<file path="src/rtl/arb_snap_pkg.sv">
package arb_snap_pkg;
  typedef enum logic {PRIO_LINEAR = 1'b0, PRIO_GROUP = 1'b1} prio_mode_e;

  // lowest set bit of a vector, returned as a one-hot mask
  function automatic logic [31:0] lowest_one(input logic [31:0] v);
    logic [31:0] r;
    r = '0;
    for (int k = 31; k >= 0; k--) begin
      if (v[k]) r = 32'(1) << k;
    end
    return r;
  endfunction
endpackage

</file>
<file path="src/rtl/snap_lock.sv">
module snap_lock
  import arb_snap_pkg::*;
#(
  parameter int NUM_REQ = 4
) (
  input  logic               clk,
  input  logic               rst_n,
  input  logic [NUM_REQ-1:0] req_i,
  input  logic               mode_i,
  input  logic [NUM_REQ-1:0] grant_i,
  output logic               lock_q,
  output logic [NUM_REQ-1:0] snap_q,
  output prio_mode_e         mode_q,
  output logic               take_ev,
  output logic               release_ev
);
  logic nil_ev;

  assign take_ev    = !lock_q && (|req_i);
  assign nil_ev     = lock_q && (grant_i == '0);
  assign release_ev = lock_q && (nil_ev || ((req_i & grant_i) == '0));

  always_ff @(posedge clk) begin
    if (!rst_n) begin
      lock_q <= 1'b0;
      snap_q <= '0;
      mode_q <= PRIO_LINEAR;
    end else if (take_ev) begin
      lock_q <= 1'b1;
      snap_q <= req_i;
      mode_q <= prio_mode_e'(mode_i);
    end else if (release_ev) begin
      lock_q <= 1'b0;
      snap_q <= '0;
    end
  end

  assert_snap_held_R3: assert property (@(posedge clk) disable iff (!rst_n)
    (lock_q && !release_ev) |=> (lock_q && $stable(snap_q)));
  assert_release_R4: assert property (@(posedge clk) disable iff (!rst_n)
    release_ev |=> !lock_q);
  assert_mode_held_R9: assert property (@(posedge clk) disable iff (!rst_n)
    lock_q |=> (!lock_q || $stable(mode_q)));
  assert_take_sees_req_R2: assert property (@(posedge clk) disable iff (!rst_n)
    take_ev |=> (lock_q && snap_q == $past(req_i)));
endmodule

</file>
<file path="src/rtl/prio_pick.sv">
module prio_pick
  import arb_snap_pkg::*;
#(
  parameter int GRP_SIZE = 2,
  parameter int NUM_GRP  = 2,
  parameter int NUM_REQ  = GRP_SIZE * NUM_GRP
) (
  input  logic               valid_i,
  input  logic [NUM_REQ-1:0] snap_i,
  input  prio_mode_e         mode_i,
  output logic [NUM_REQ-1:0] grant_o
);
  localparam int CW = $clog2(GRP_SIZE + 1);
  localparam int GW = (NUM_GRP > 1) ? $clog2(NUM_GRP) : 1;

  logic [CW-1:0]      grp_cnt [NUM_GRP];
  logic [GW-1:0]      best_grp;
  logic [NUM_REQ-1:0] grp_mask;
  logic [NUM_REQ-1:0] lin_pick;
  logic [NUM_REQ-1:0] grp_pick;

  for (genvar g = 0; g < NUM_GRP; g++) begin : g_cnt
    always_comb begin
      grp_cnt[g] = '0;
      for (int b = 0; b < GRP_SIZE; b++)
        grp_cnt[g] = grp_cnt[g] + CW'(snap_i[g*GRP_SIZE+b]);
    end
  end

  // strict compare keeps ties on the lower-numbered group
  always_comb begin
    best_grp = '0;
    for (int g = 1; g < NUM_GRP; g++)
      if (grp_cnt[g] > grp_cnt[best_grp]) best_grp = GW'(g);
  end

  always_comb begin
    grp_mask = '0;
    for (int b = 0; b < GRP_SIZE; b++)
      grp_mask[int'(best_grp)*GRP_SIZE+b] = 1'b1;
  end

  assign lin_pick = NUM_REQ'(lowest_one(32'(snap_i)));
  assign grp_pick = NUM_REQ'(lowest_one(32'(snap_i & grp_mask)));
  assign grant_o  = !valid_i ? '0 : (mode_i == PRIO_GROUP) ? grp_pick : lin_pick;

  always_comb begin
    assert_pick_onehot_R8: assert ($onehot0(grant_o));
    assert_pick_in_snap_R8: assert ((grant_o & ~snap_i) == '0);
  end
endmodule

</file>
<file path="src/rtl/grp_snap_arbiter.sv">
module grp_snap_arbiter
  import arb_snap_pkg::*;
#(
  parameter int GRP_SIZE = 2,
  parameter int NUM_GRP  = 2,
  parameter int NUM_REQ  = GRP_SIZE * NUM_GRP
) (
  input  logic               clk,
  input  logic               rst_n,
  input  logic [NUM_REQ-1:0] req_i,
  input  logic               mode_i,
  output logic [NUM_REQ-1:0] grant_o
);
  logic               lock_q;
  logic [NUM_REQ-1:0] snap_q;
  prio_mode_e         mode_q;
  logic               take_ev;
  logic               release_ev;
  logic [NUM_REQ-1:0] pick;

  snap_lock #(.NUM_REQ(NUM_REQ)) u_lock (
    .clk(clk), .rst_n(rst_n), .req_i(req_i), .mode_i(mode_i),
    .grant_i(pick), .lock_q(lock_q), .snap_q(snap_q), .mode_q(mode_q),
    .take_ev(take_ev), .release_ev(release_ev)
  );

  prio_pick #(.GRP_SIZE(GRP_SIZE), .NUM_GRP(NUM_GRP), .NUM_REQ(NUM_REQ)) u_pick (
    .valid_i(lock_q), .snap_i(snap_q), .mode_i(mode_q), .grant_o(pick)
  );

  assign grant_o = pick;

  assert_gap_after_release_R4: assert property (@(posedge clk) disable iff (!rst_n)
    $fell(lock_q) |-> (grant_o == '0));
  assert_grant_from_req_R2: assert property (@(posedge clk) disable iff (!rst_n)
    $rose(|grant_o) |-> $past(|req_i));
  assert_grant_held_R4: assert property (@(posedge clk) disable iff (!rst_n)
    ((grant_o != '0) && ((grant_o & req_i) != '0)) |=> $stable(grant_o));
endmodule

</file>
<file path="config.mk">
export PLATFORM = sky130hd
export DESIGN_NAME = grp_snap_arbiter
export DESIGN_NICKNAME = d
export VERILOG_FILES = /design/src/rtl/arb_snap_pkg.sv /design/src/rtl/snap_lock.sv /design/src/rtl/prio_pick.sv /design/src/rtl/grp_snap_arbiter.sv
export SDC_FILE = /design/constraint.sdc
export NUM_CORES = 1
export LEC_CHECK = 0
export BUFFER_PORTS_ARGS = -buffer_cell sky130_fd_sc_hd__clkbuf_2
export CAP_MARGIN = 20
export CELL_PAD_IN_SITES_DETAIL_PLACEMENT = 0
export CELL_PAD_IN_SITES_GLOBAL_PLACEMENT = 1
export CORE_MARGIN = 2
export CORE_UTILIZATION = 36
export DETAILED_ROUTE_END_ITERATION = 8
export PLACE_DENSITY = 0.7
export SLEW_MARGIN = 15
export SYNTH_ARGS = -nofsm -noshare
export SYNTH_HDL_FRONTEND = slang
export SYNTH_HIERARCHICAL = 1
export SYNTH_SLANG_ARGS = --single-unit
</file>
<file path="constraint.sdc">
create_clock -name clk -period 2.8 [get_ports clk]
set_input_delay 0.28 -clock clk [delete_from_list [all_inputs] [get_ports clk]]
set_output_delay 0.28 -clock clk [all_outputs]
set_load 0.02 [all_outputs]
</file>
# --- Word level (Yosys, flattened, before mapping) ---
# Index checks and enable logic that the tools add are counted.
totals:
  latchBits: 0
  in_bits: 7
  romBits: 0
  out_inout_bits: 4
  register_bits: 6
  n_memories: 0
  wordCells: 71
  mem_bits_rw: 0
classes:
  n_mul: 0
  n_bitwise: 3
  n_eq_ne: 0
  n_reduce_logical: 11
  n_addsub: 3
  shift: 0
  magnitude_cmp: 5
  n_mux: 46
  div_mod_pow: 0
ops:
  columns: ["cell", "count"]
  rows:
  - ["two-way mux 4 bit", 39]
  - [">= comparator 32 x 1 -> 1 bit, second input constant", 1]
  - ["less-than comparator 32 x 4 -> 1 bit, second input constant", 1]
  - ["bitwise AND 4 bit", 2]
  - ["zero test 4 bit", 2]
  - ["logical AND 1 bit", 5]
  - ["two-way mux 1 bit", 5]
  - ["adder 1 x 1 -> 2 bit", 2]
  - ["bitwise OR 3 x 4 -> 4 bit", 1]
  - ["OR reduction 4 bit", 1]
  - ["adder 2 x 1 -> 3 bit, second input constant", 1]
  - ["less-than comparator 2 x 3 -> 1 bit, second input constant", 1]
  - ["demux 1 bit (select 2 bit)", 1]
  - [">= comparator 2 x 1 -> 1 bit, second input constant", 1]
  - ["> comparator 2 bit", 1]
  - ["nonzero test 2 bit", 1]
  - ["demux 1 bit (select 1 bit)", 1]
  - ["zero test 1 bit", 1]
  - ["logical OR 1 bit", 1]

# --- Longest topological paths before layout ---
# Gate-level depths: netlist of the first run.
logic_depth:
  word_depth: 39
  depth_mapped: 10
  mapped_depth_nobuf: 10

# --- Cells and area by module ---
# The synthesis of the first run kept the hierarchy.
modules_own_cells:
  columns: ["mod", "n_inst", "area_each_um2", "cells_each", "seq_area_each_um2"]
  rows:
  - ["snap_lock", 1, 315.3, 37, 120.1]
  - ["prio_pick", 1, 182.7, 23, 0.0]

# --- Worst setup path after synthesis of the first run ---
# No wires, ideal clock.
synth_timing:
  path_type: "register to register"
  from: "register u_lock.snap_q[0]"
  to: "register u_lock.snap_q[1]"
  path_buffers: 0
  path_slack_ps: 683
  t_arrival_ps: 2054
  period_less_slack_ps: 2117
  setup_ps: 62
  path_stages_with_launch: 11
  required_ps: 2738
  cell_sequence: "dfxtp_1 > inv_1 > ha_1 > inv_1 > ha_1 > nand2_1 > o211ai_2 > a21oi_1 > a22o_1 > o2111ai_1 > nand3_1"
synth_via:
  elab_chain_len: 21
  elab_cells_between_ends: 30
  cone_classes: "2 x add/sub; 5 x order compare; 12 x mux; 3 x bitwise; 8 x reduce/logical"
synth_rtl:
  columns: ["item", "line", "source"]
  rows:
  - ["start: declaration", "snap_lock.sv:12", "output logic [NUM_REQ-1:0] snap_q,"]
  - ["start signal: assignment", "snap_lock.sv:30", "snap_q <= req_i;"]
  - ["adder 1 x 1 -> 2 bit", "prio_pick.sv:26", "grp_cnt[g] = grp_cnt[g] + CW'(snap_i[g*GRP_SIZE+b]);"]
  - ["> comparator 2 bit", "prio_pick.sv:34", "if (grp_cnt[g] > grp_cnt[best_grp]) best_grp = GW'(g);"]
  - ["two-way mux 1 bit", "prio_pick.sv:34", null]
  - ["adder 2 x 1 -> 3 bit", "prio_pick.sv:40", "grp_mask[int'(best_grp)*GRP_SIZE+b] = 1'b1;"]
  - [">= comparator 32 x 1 -> 1 bit (implied by the code) / less-than comparator 32 x 4 -> 1 bit (equally long branches)", "prio_pick.sv:40", null]
  - ["logical AND 1 bit (implied by the code)", "prio_pick.sv:40", null]
  - ["two-way mux 1 bit (implied by the code)", "prio_pick.sv:40", null]
  - ["demux 1 bit (select 2 bit)", null, null]
  - ["[... 2 more ...]", null, null]
  - ["two-way mux 4 bit (4 in a row)", "arb_snap_pkg.sv:9", "if (v[k]) r = 32'(1) << k;"]
  - ["two-way mux 4 bit (*) (2 in a row)", "prio_pick.sv:45", "assign grant_o = !valid_i ? '0 : (mode_i == PRIO_GROUP) ? grp_pick : lin_pick;"]
  - ["via grant_o[2]", "grp_snap_arbiter.sv:12", "output logic [NUM_REQ-1:0] grant_o"]
  - ["bitwise AND 4 bit / zero test 4 bit (equally long branches)", "snap_lock.sv:21, snap_lock.sv:20", null]
  - ["zero test 4 bit / logical AND 1 bit (equally long branches)", "snap_lock.sv:21, snap_lock.sv:20", null]
  - ["logical OR 1 bit (*)", "snap_lock.sv:21", "assign release_ev = lock_q && (nil_ev || ((req_i & grant_i) == '0));"]
  - ["logical AND 1 bit (*)", "snap_lock.sv:21", null]
  - ["nonzero test 2 bit (no line) (*)", null, null]
# The timed path passes the listed nets; every way through them passes the cells marked *.
# A chain may end at the register's enable or synchronous reset.

# --- Worst setup path after layout of the first run ---
layout_timing:
  from: "register u_lock.snap_q[0]"
  to: "output grant_o[2]"
layout_via:
  elab_chain_len: 16
  elab_cells_between_ends: 23
  cone_classes: "2 x add/sub; 5 x order compare; 12 x mux; 2 x bitwise; 2 x reduce/logical"
layout_rtl:
  columns: ["item", "line", "source"]
  rows:
  - ["adder 1 x 1 -> 2 bit", "prio_pick.sv:26", null]
  - ["> comparator 2 bit", "prio_pick.sv:34", null]
  - ["two-way mux 1 bit", "prio_pick.sv:34", null]
  - ["adder 2 x 1 -> 3 bit", "prio_pick.sv:40", null]
  - [">= comparator 32 x 1 -> 1 bit (implied by the code) / less-than comparator 32 x 4 -> 1 bit (equally long branches)", "prio_pick.sv:40", null]
  - ["logical AND 1 bit (implied by the code)", "prio_pick.sv:40", null]
  - ["two-way mux 1 bit (implied by the code)", "prio_pick.sv:40", null]
  - ["demux 1 bit (select 2 bit)", null, null]
  - ["bitwise OR 3 x 4 -> 4 bit (no line)", null, null]
  - ["bitwise AND 4 bit", "prio_pick.sv:44", "assign grp_pick = NUM_REQ'(lowest_one(32'(snap_i & grp_mask)));"]
  - ["two-way mux 4 bit (4 in a row)", "arb_snap_pkg.sv:9", null]
  - ["two-way mux 4 bit (*) (2 in a row)", "prio_pick.sv:45", null]
  - ["end: declaration", "grp_snap_arbiter.sv:12", null]
# Mark *: on every way between the ends. The rest lies on a longest branch, timed or not.

==> results of run 1 <==
==> power by group <==
part,switching (mW),internal (mW)
sequential,0.0127,0.0924
clock,0.0287,0.0483
combinational,0.0300,0.0233
total,0.0714,0.164
==> flip-flops by register name, indices dropped and copies added, names as in the netlist <==
register,count
u_lock/mode_q,1
u_lock/lock_q,1
u_lock/snap_q,4
==> placed cells by master (no fill, tap or decap) <==
cell / instances
clkbuf_2: 10
nand2_1: 9
inv_1: 4
nor2_1: 2
dfxtp_1: 6
a22o_2: 1
or4_1: 1
and3_1: 1
ha_1: 6
nor2b_1: 3
and3_2: 1
a22o_1: 1
mux2i_1: 1
nand3_1: 9
o2111ai_1: 4
o211ai_2: 1
o21ai_1: 1
clkbuf_4: 3
a21oi_1: 2
o22ai_2: 1
nor4_4: 1
or3_4: 1
a31o_2: 1
==> layout make-up <==
type                            count  area share, %
Timing Repair Buffer               10           8.73
Sequential cell                     6           21.0
Tap cell                           15           3.28
Clock buffer                        3           3.93
Inverter                            4           2.62
Multi-Input combinational cell     47           60.5
==> layer usage <==
| layer | track usage (%) | wire length, µm | vias up |
|---|---|---|---|
| li1 | - | - | 245 |
| met4 | 10.0 | 5 | 0 |
| met2 | 21.1 | 473 | 8 |
| met5 | 0 | 0 | - |
| met1 | 20.5 | 542 | 217 |
| met3 | 3.26 | 32 | 2 |
==> per-stage QoR <==
stage / util [%] / cells / area [µm²] / setup WS [ns] / hold WS, ns
2_1_floorplan: - / 59 / 492 / 0.683 / 0.402
3_3_place_gp: 42.8 / 82 / 551 / 0.540 / 0.513
3_5_place_dp: 42.8 / 82 / 551 / 0.545 / 0.520
4_1_cts: 44.6 / 85 / 573 / 0.517 / 0.263
5_1_grt: 44.6 / 85 / 573 / 0.410 / 0.276
6_report: 44.6 / 85 / 573 / 0.553 / 0.270
==> worst min path at each step <==
stage,start,to,slack [ns],depth (start not counted)
6_report,mode_i,u_lock/mode_q,0.27,3
5_1_grt,mode_i,u_lock/mode_q,0.28,3
4_1_cts,mode_i,u_lock/mode_q,0.26,3
3_5_place_dp,u_lock/mode_q,u_lock/mode_q,0.52,2
3_3_place_gp,mode_i,u_lock/mode_q,0.51,3
2_1_floorplan,req_i[0],u_lock/snap_q[0],0.40,2
==> critical path: cells and delay by family (launching register included) <==
kind / cells / cell delay [ns]
buf+inv: 3 / 0.34
flops: 1 / 0.43
fa+ha+maj: 2 / 0.54
simple gates: 1 / 0.07
compound gates: 2 / 0.34
==> metrics.txt, run 1 <==
DR DRC count 0; GP Congestion around 0.73; min cycle time layout ~2.2 ns; insertion delay to the later sink of the worst-skew pair approximately 0.24 ns; fillers approximately 140; Antenna diodes 0; Die Height between 40 and 50 µm; P&R area growth vs syn 16.5%; Worst Max-Slew Pin Slew between 0.4 and 0.5 ns; Initial Util a little under two fifths; total grt overflow 0; Antenna Nets Post-Route 0; initial antenna violation count 0; slowest cell delay on critical path 0.43 ns; crit path cell chain inv_1 > ha_1 > inv_1 > ha_1 > nand2_1 > o211ai_2 > a21oi_1 > clkbuf_2; flop-to-flop setup slack between 0.5 and 0.6 ns; die area approximately 1700 µm²; Leak Pwr about 0.26 nW; # nets final 85; maximum vdd drop 243 µV; drt wl/cell between 10 and 15 µm; DRT Pass-1 Iters 4; final WL between 1000 and 1500 µm; initial DRC count 8; TritonCTS clock tree done; Post-Syn Instances 59; RSZ-0062 raised after global routing false; Avg Cell Area, Syn approximately 8.3 µm²; Critical Path End grant_o[2]; Slew Limit Fails 0; Top Ports 11; CTS Hold Bufs 0; total power 0.235 mW; Vias 472; Total GRT Usage around 15%; RR Startpoint u_lock/snap_q[0]; crit path max fanout 6; port bufs 10; worst setup path class flop to output pin; CTS buffer count 3; status complete, no violations; Worst setup EP type output pin; Setup violations, final 0; CTS H-tree lvls 1; Post-Syn Nets a little over 70; critical path startpoint category flop; Slew Limit Headroom a little over two thirds; Storage cell area between 100 and 150 µm²; Fmax about 450 MHz; Layout Skew around 0.0007 ns; r2r endpoint u_lock/snap_q[3]; first-pass GRT wire length roughly 1600 µm; Die W between 40 and 50 µm; power per cell area 411 nW/µm²; synthesized area roughly 500 µm²; Worst EP arrival approximately 2 ns; warning count from the yosys run 6; area occupied by multi-input gates approximately 350 µm²; number of global-route vias before repair ~390; Root Driver clkbuf_4; crit path from u_lock/snap_q[0]; Slowest cell on crit path dfxtp_1; largest net degree at the start of global routing 14; total of max-cap violations 0; Hold WC Path Type input port to flop; Final Cycle Share about four fifths; Final HPWL DP between 800 and 900 µm; worst path required time roughly 2.5 ns; Worst-path clk slew around 0.04 ns; cells on worst reg2reg path 10; Core Area roughly 1300 µm²; # rows 13; PostCTS Resize Cnt 0; setup TNS 0 ns; endpoints failing hold 0; Clock Tree Buf Depth 2; share of post-route cells with drive strength above 1 between 20% and 30%; vias per cell around 5.6; clock sinks 6; post-CTS setup buffers 0
(Power assumes the default switching activity.)
==> run 2: changes to the inputs <==
--- a/config.mk
+++ b/config.mk
@@ -9,10 +9,11 @@
 export CAP_MARGIN = 20
 export CELL_PAD_IN_SITES_DETAIL_PLACEMENT = 0
 export CELL_PAD_IN_SITES_GLOBAL_PLACEMENT = 1
+export CORE_ASPECT_RATIO = 1.1
 export CORE_MARGIN = 2
-export CORE_UTILIZATION = 36
+export CORE_UTILIZATION = 33
 export DETAILED_ROUTE_END_ITERATION = 8
-export PLACE_DENSITY = 0.7
+export PLACE_DENSITY = 0.67
 export SLEW_MARGIN = 15
 export SYNTH_ARGS = -nofsm -noshare
 export SYNTH_HDL_FRONTEND = slang
==> constraint.sdc (replaced) <==
create_clock -name clk -period 1.9 [get_ports clk]
set_input_delay 0.19 -clock clk [delete_from_list [all_inputs] [get_ports clk]]
set_output_delay 0.19 -clock clk [all_outputs]
set_load 0.02 [all_outputs]
==> run 2 against run 1 <==
Effect of this change:
- the run now ends with setup timing left
- via count rose by 11%
- clock-buffer cell count increased by 1
- cell area increased by 53%
- clock skew rose by 0.0046 ns
- register-to-register slack got worse by 0.63 ns
- largest cell class unchanged
- power grew 87%
- utilization rose by 19 points
- die area rose by 8.2%
- critical path depth stayed put
==> metrics.txt, run 2 (synthesis results as in run 1) <==
status complete, but fails checks; failing checks setup timing; DRT Pass-1 Iters 4 (unchanged); Worst Max-Slew Pin Slew 0.547 ns (+0.0918 ns); cells on worst reg2reg path 9 (-1); Core Area 1380 µm² (+7.7%); Worst setup EP type output pin; largest net degree at the start of global routing 14 (unchanged); Antenna Nets Post-Route 0 (unchanged); Antenna diodes 0 (unchanged); top flop regs u_lock/snap_q x4, u_lock/lock_q x1, u_lock/mode_q x1; Slew Limit Headroom 63.5% (-6.1 points); CTS H-tree lvls 1 (unchanged); drt wl/cell 13.9 µm (+12%); crit path from u_lock/snap_q[1]; worst path required time 1.71 ns (-0.81 ns); RR Startpoint u_lock/snap_q[1]; die area 1820 µm² (+8.2%); fin cells 95 (+12%); Vias 522 (+11%); worst setup path class flop to output pin; # nets final 93 (+9.4%); RSZ-0062 raised after global routing true; Worst-path clk slew 0.05 ns (about the same); Placed Cells 91 (+11%); Slew Limit Fails 0 (unchanged); hold_ws 0.172 ns (-0.0977 ns); Total GRT Usage 17.3% (+2.2 points); min cycle time layout between 1.5 and 2 ns; Hold WC Path Type input port to flop; r2r endpoint u_lock/snap_q[1]; Clock Tree Buf Depth 2 (unchanged); most frequent cells in the layout nand3_1, nand2_1, clkbuf_2, buf_4, ha_4; WHS Endpoint u_lock/mode_q; met2 Use GR 29.7% (+8.6 points); port bufs 10 (unchanged); crit path max fanout 4 (-2); CTS Hold Bufs 0 (unchanged); initial antenna violation count 0 (unchanged); Hold Crit Start mode_i; final worst slack -0.0713 ns (-0.625 ns); most common cell after layout, fill and taps aside nand3_1; Die W 40.8 µm (-0.37%); Core Util, Final 63.3% (+19 points); Placed Area 736 µm² (+34%); power per cell area 502 nW/µm² (+22%); vias per cell 5.49 (-1.0%); busiest metal layer after global routing met2; DR DRC count 0 (unchanged); GRT met1 Usage 17.8% (-2.6 points); share of post-route cells with drive strength above 1 65.8% (+37 points); post-CTS setup buffers 0 (unchanged); total grt overflow 0 (unchanged); Die Height 44.5 µm (+8.6%); initial DRC count 6 (-2); # rows 14 (+1); met3 global-route usage 1.51% (-1.8 points); Layout Skew 0.00526 ns (+0.00456 ns); Final HPWL DP 944 µm (+18%); first-pass GRT wire length 2080 µm (+27%); design area 876 µm² (+53%); Setup violations, final 8 (+8); maximum vdd drop 347 µV (+43%); TritonCTS clock tree done; flop-to-flop setup slack -0.07 ns (-0.63 ns); GP Congestion 0.663 (-8.6%); critical path startpoint category flop; Worst EP arrival 1.78 ns (-0.19 ns); final WL 1320 µm (+26%); number of global-route vias before repair 533 (+38%); hold path depth 3 (unchanged); Leak Pwr 0.338 nW (+29%); Fmax roughly 500 MHz; total of max-cap violations 0 (unchanged); CTS buffer count 3 (unchanged); Final Cycle Share 104%; Root Driver clkbuf_4; insertion delay to the later sink of the worst-skew pair 0.24 ns (about the same); max reg flops 4 (unchanged); P&R area growth vs syn 78.1%; Top Ports 11 (unchanged); clock sinks 6 (unchanged); Initial Util 35.5% (-2.7 points); endpoints failing hold 0 (unchanged); Most flops, register u_lock/snap_q
-- run 2: timing repair --
| action | CTS | global route |
|---|---|---|
| gates resized for setup | 20 | 9 |
| endpoints found under the setup margin | 9 | 9 |
| pin swaps | 19 | 8 |
-- run 2: area by class of cell --
class | instances | area (µm²)
clock buffer | 4 | 26.3
fill | 123 | 508
inverter | 4 | 20.0
multi-input combinational | 47 | 517
sequential | 6 | 135
tap | 16 | 20.0
timing repair buffer | 18 | 158
-- run 2: metal layers --
metal / part of all wire (%) / vias to the layer above / wire, µm
met5: 0 / - / 0
met4: 1.3 / 0 / 17
met3: 3.1 / 2 / 41
met2: 52 / 13 / 686
met1: 44 / 247 / 578
li1: - / 260 / -
-- run 2: worst max-delay path by stage --
stage,to,slack (ns),cells after the start
final,grant_o[3],-0.07,8
after global routing,grant_o[3],-0.14,8
after detailed placement,u_lock/snap_q[1],-0.11,9
after global placement,u_lock/snap_q[1],-0.10,9
after CTS,grant_o[0],-0.08,7
after floorplan,u_lock/snap_q[2],-0.05,10
-- run 2: worst max-delay path, stage by stage (launching register included) --
cell      delay [ns]
dfxtp_4         0.36
ha_4            0.16
inv_4           0.05
ha_4            0.19
nor2b_4         0.13
o211ai_4        0.27
o22ai_4         0.13
buf_6           0.13
buf_8           0.12
-- run 2: stage by stage --
step                      power, mW  setup TNS [ns]  worst slack, ns
after global routing          0.468           -1.02           -0.142
after detailed placement      0.294          -0.406           -0.113
final                         0.440          -0.447          -0.0713
after CTS                     0.442          -0.484          -0.0768
after floorplan               0.252          -0.203          -0.0544
after global placement        0.295          -0.380           -0.102
-- run 2: report_power, final --
group	leakage [nW]	switching, mW	internal [mW]
logic	0.271	0.0778	0.0793
registers	0.0523	0.0219	0.135
clock network	0.0150	0.0464	0.0796
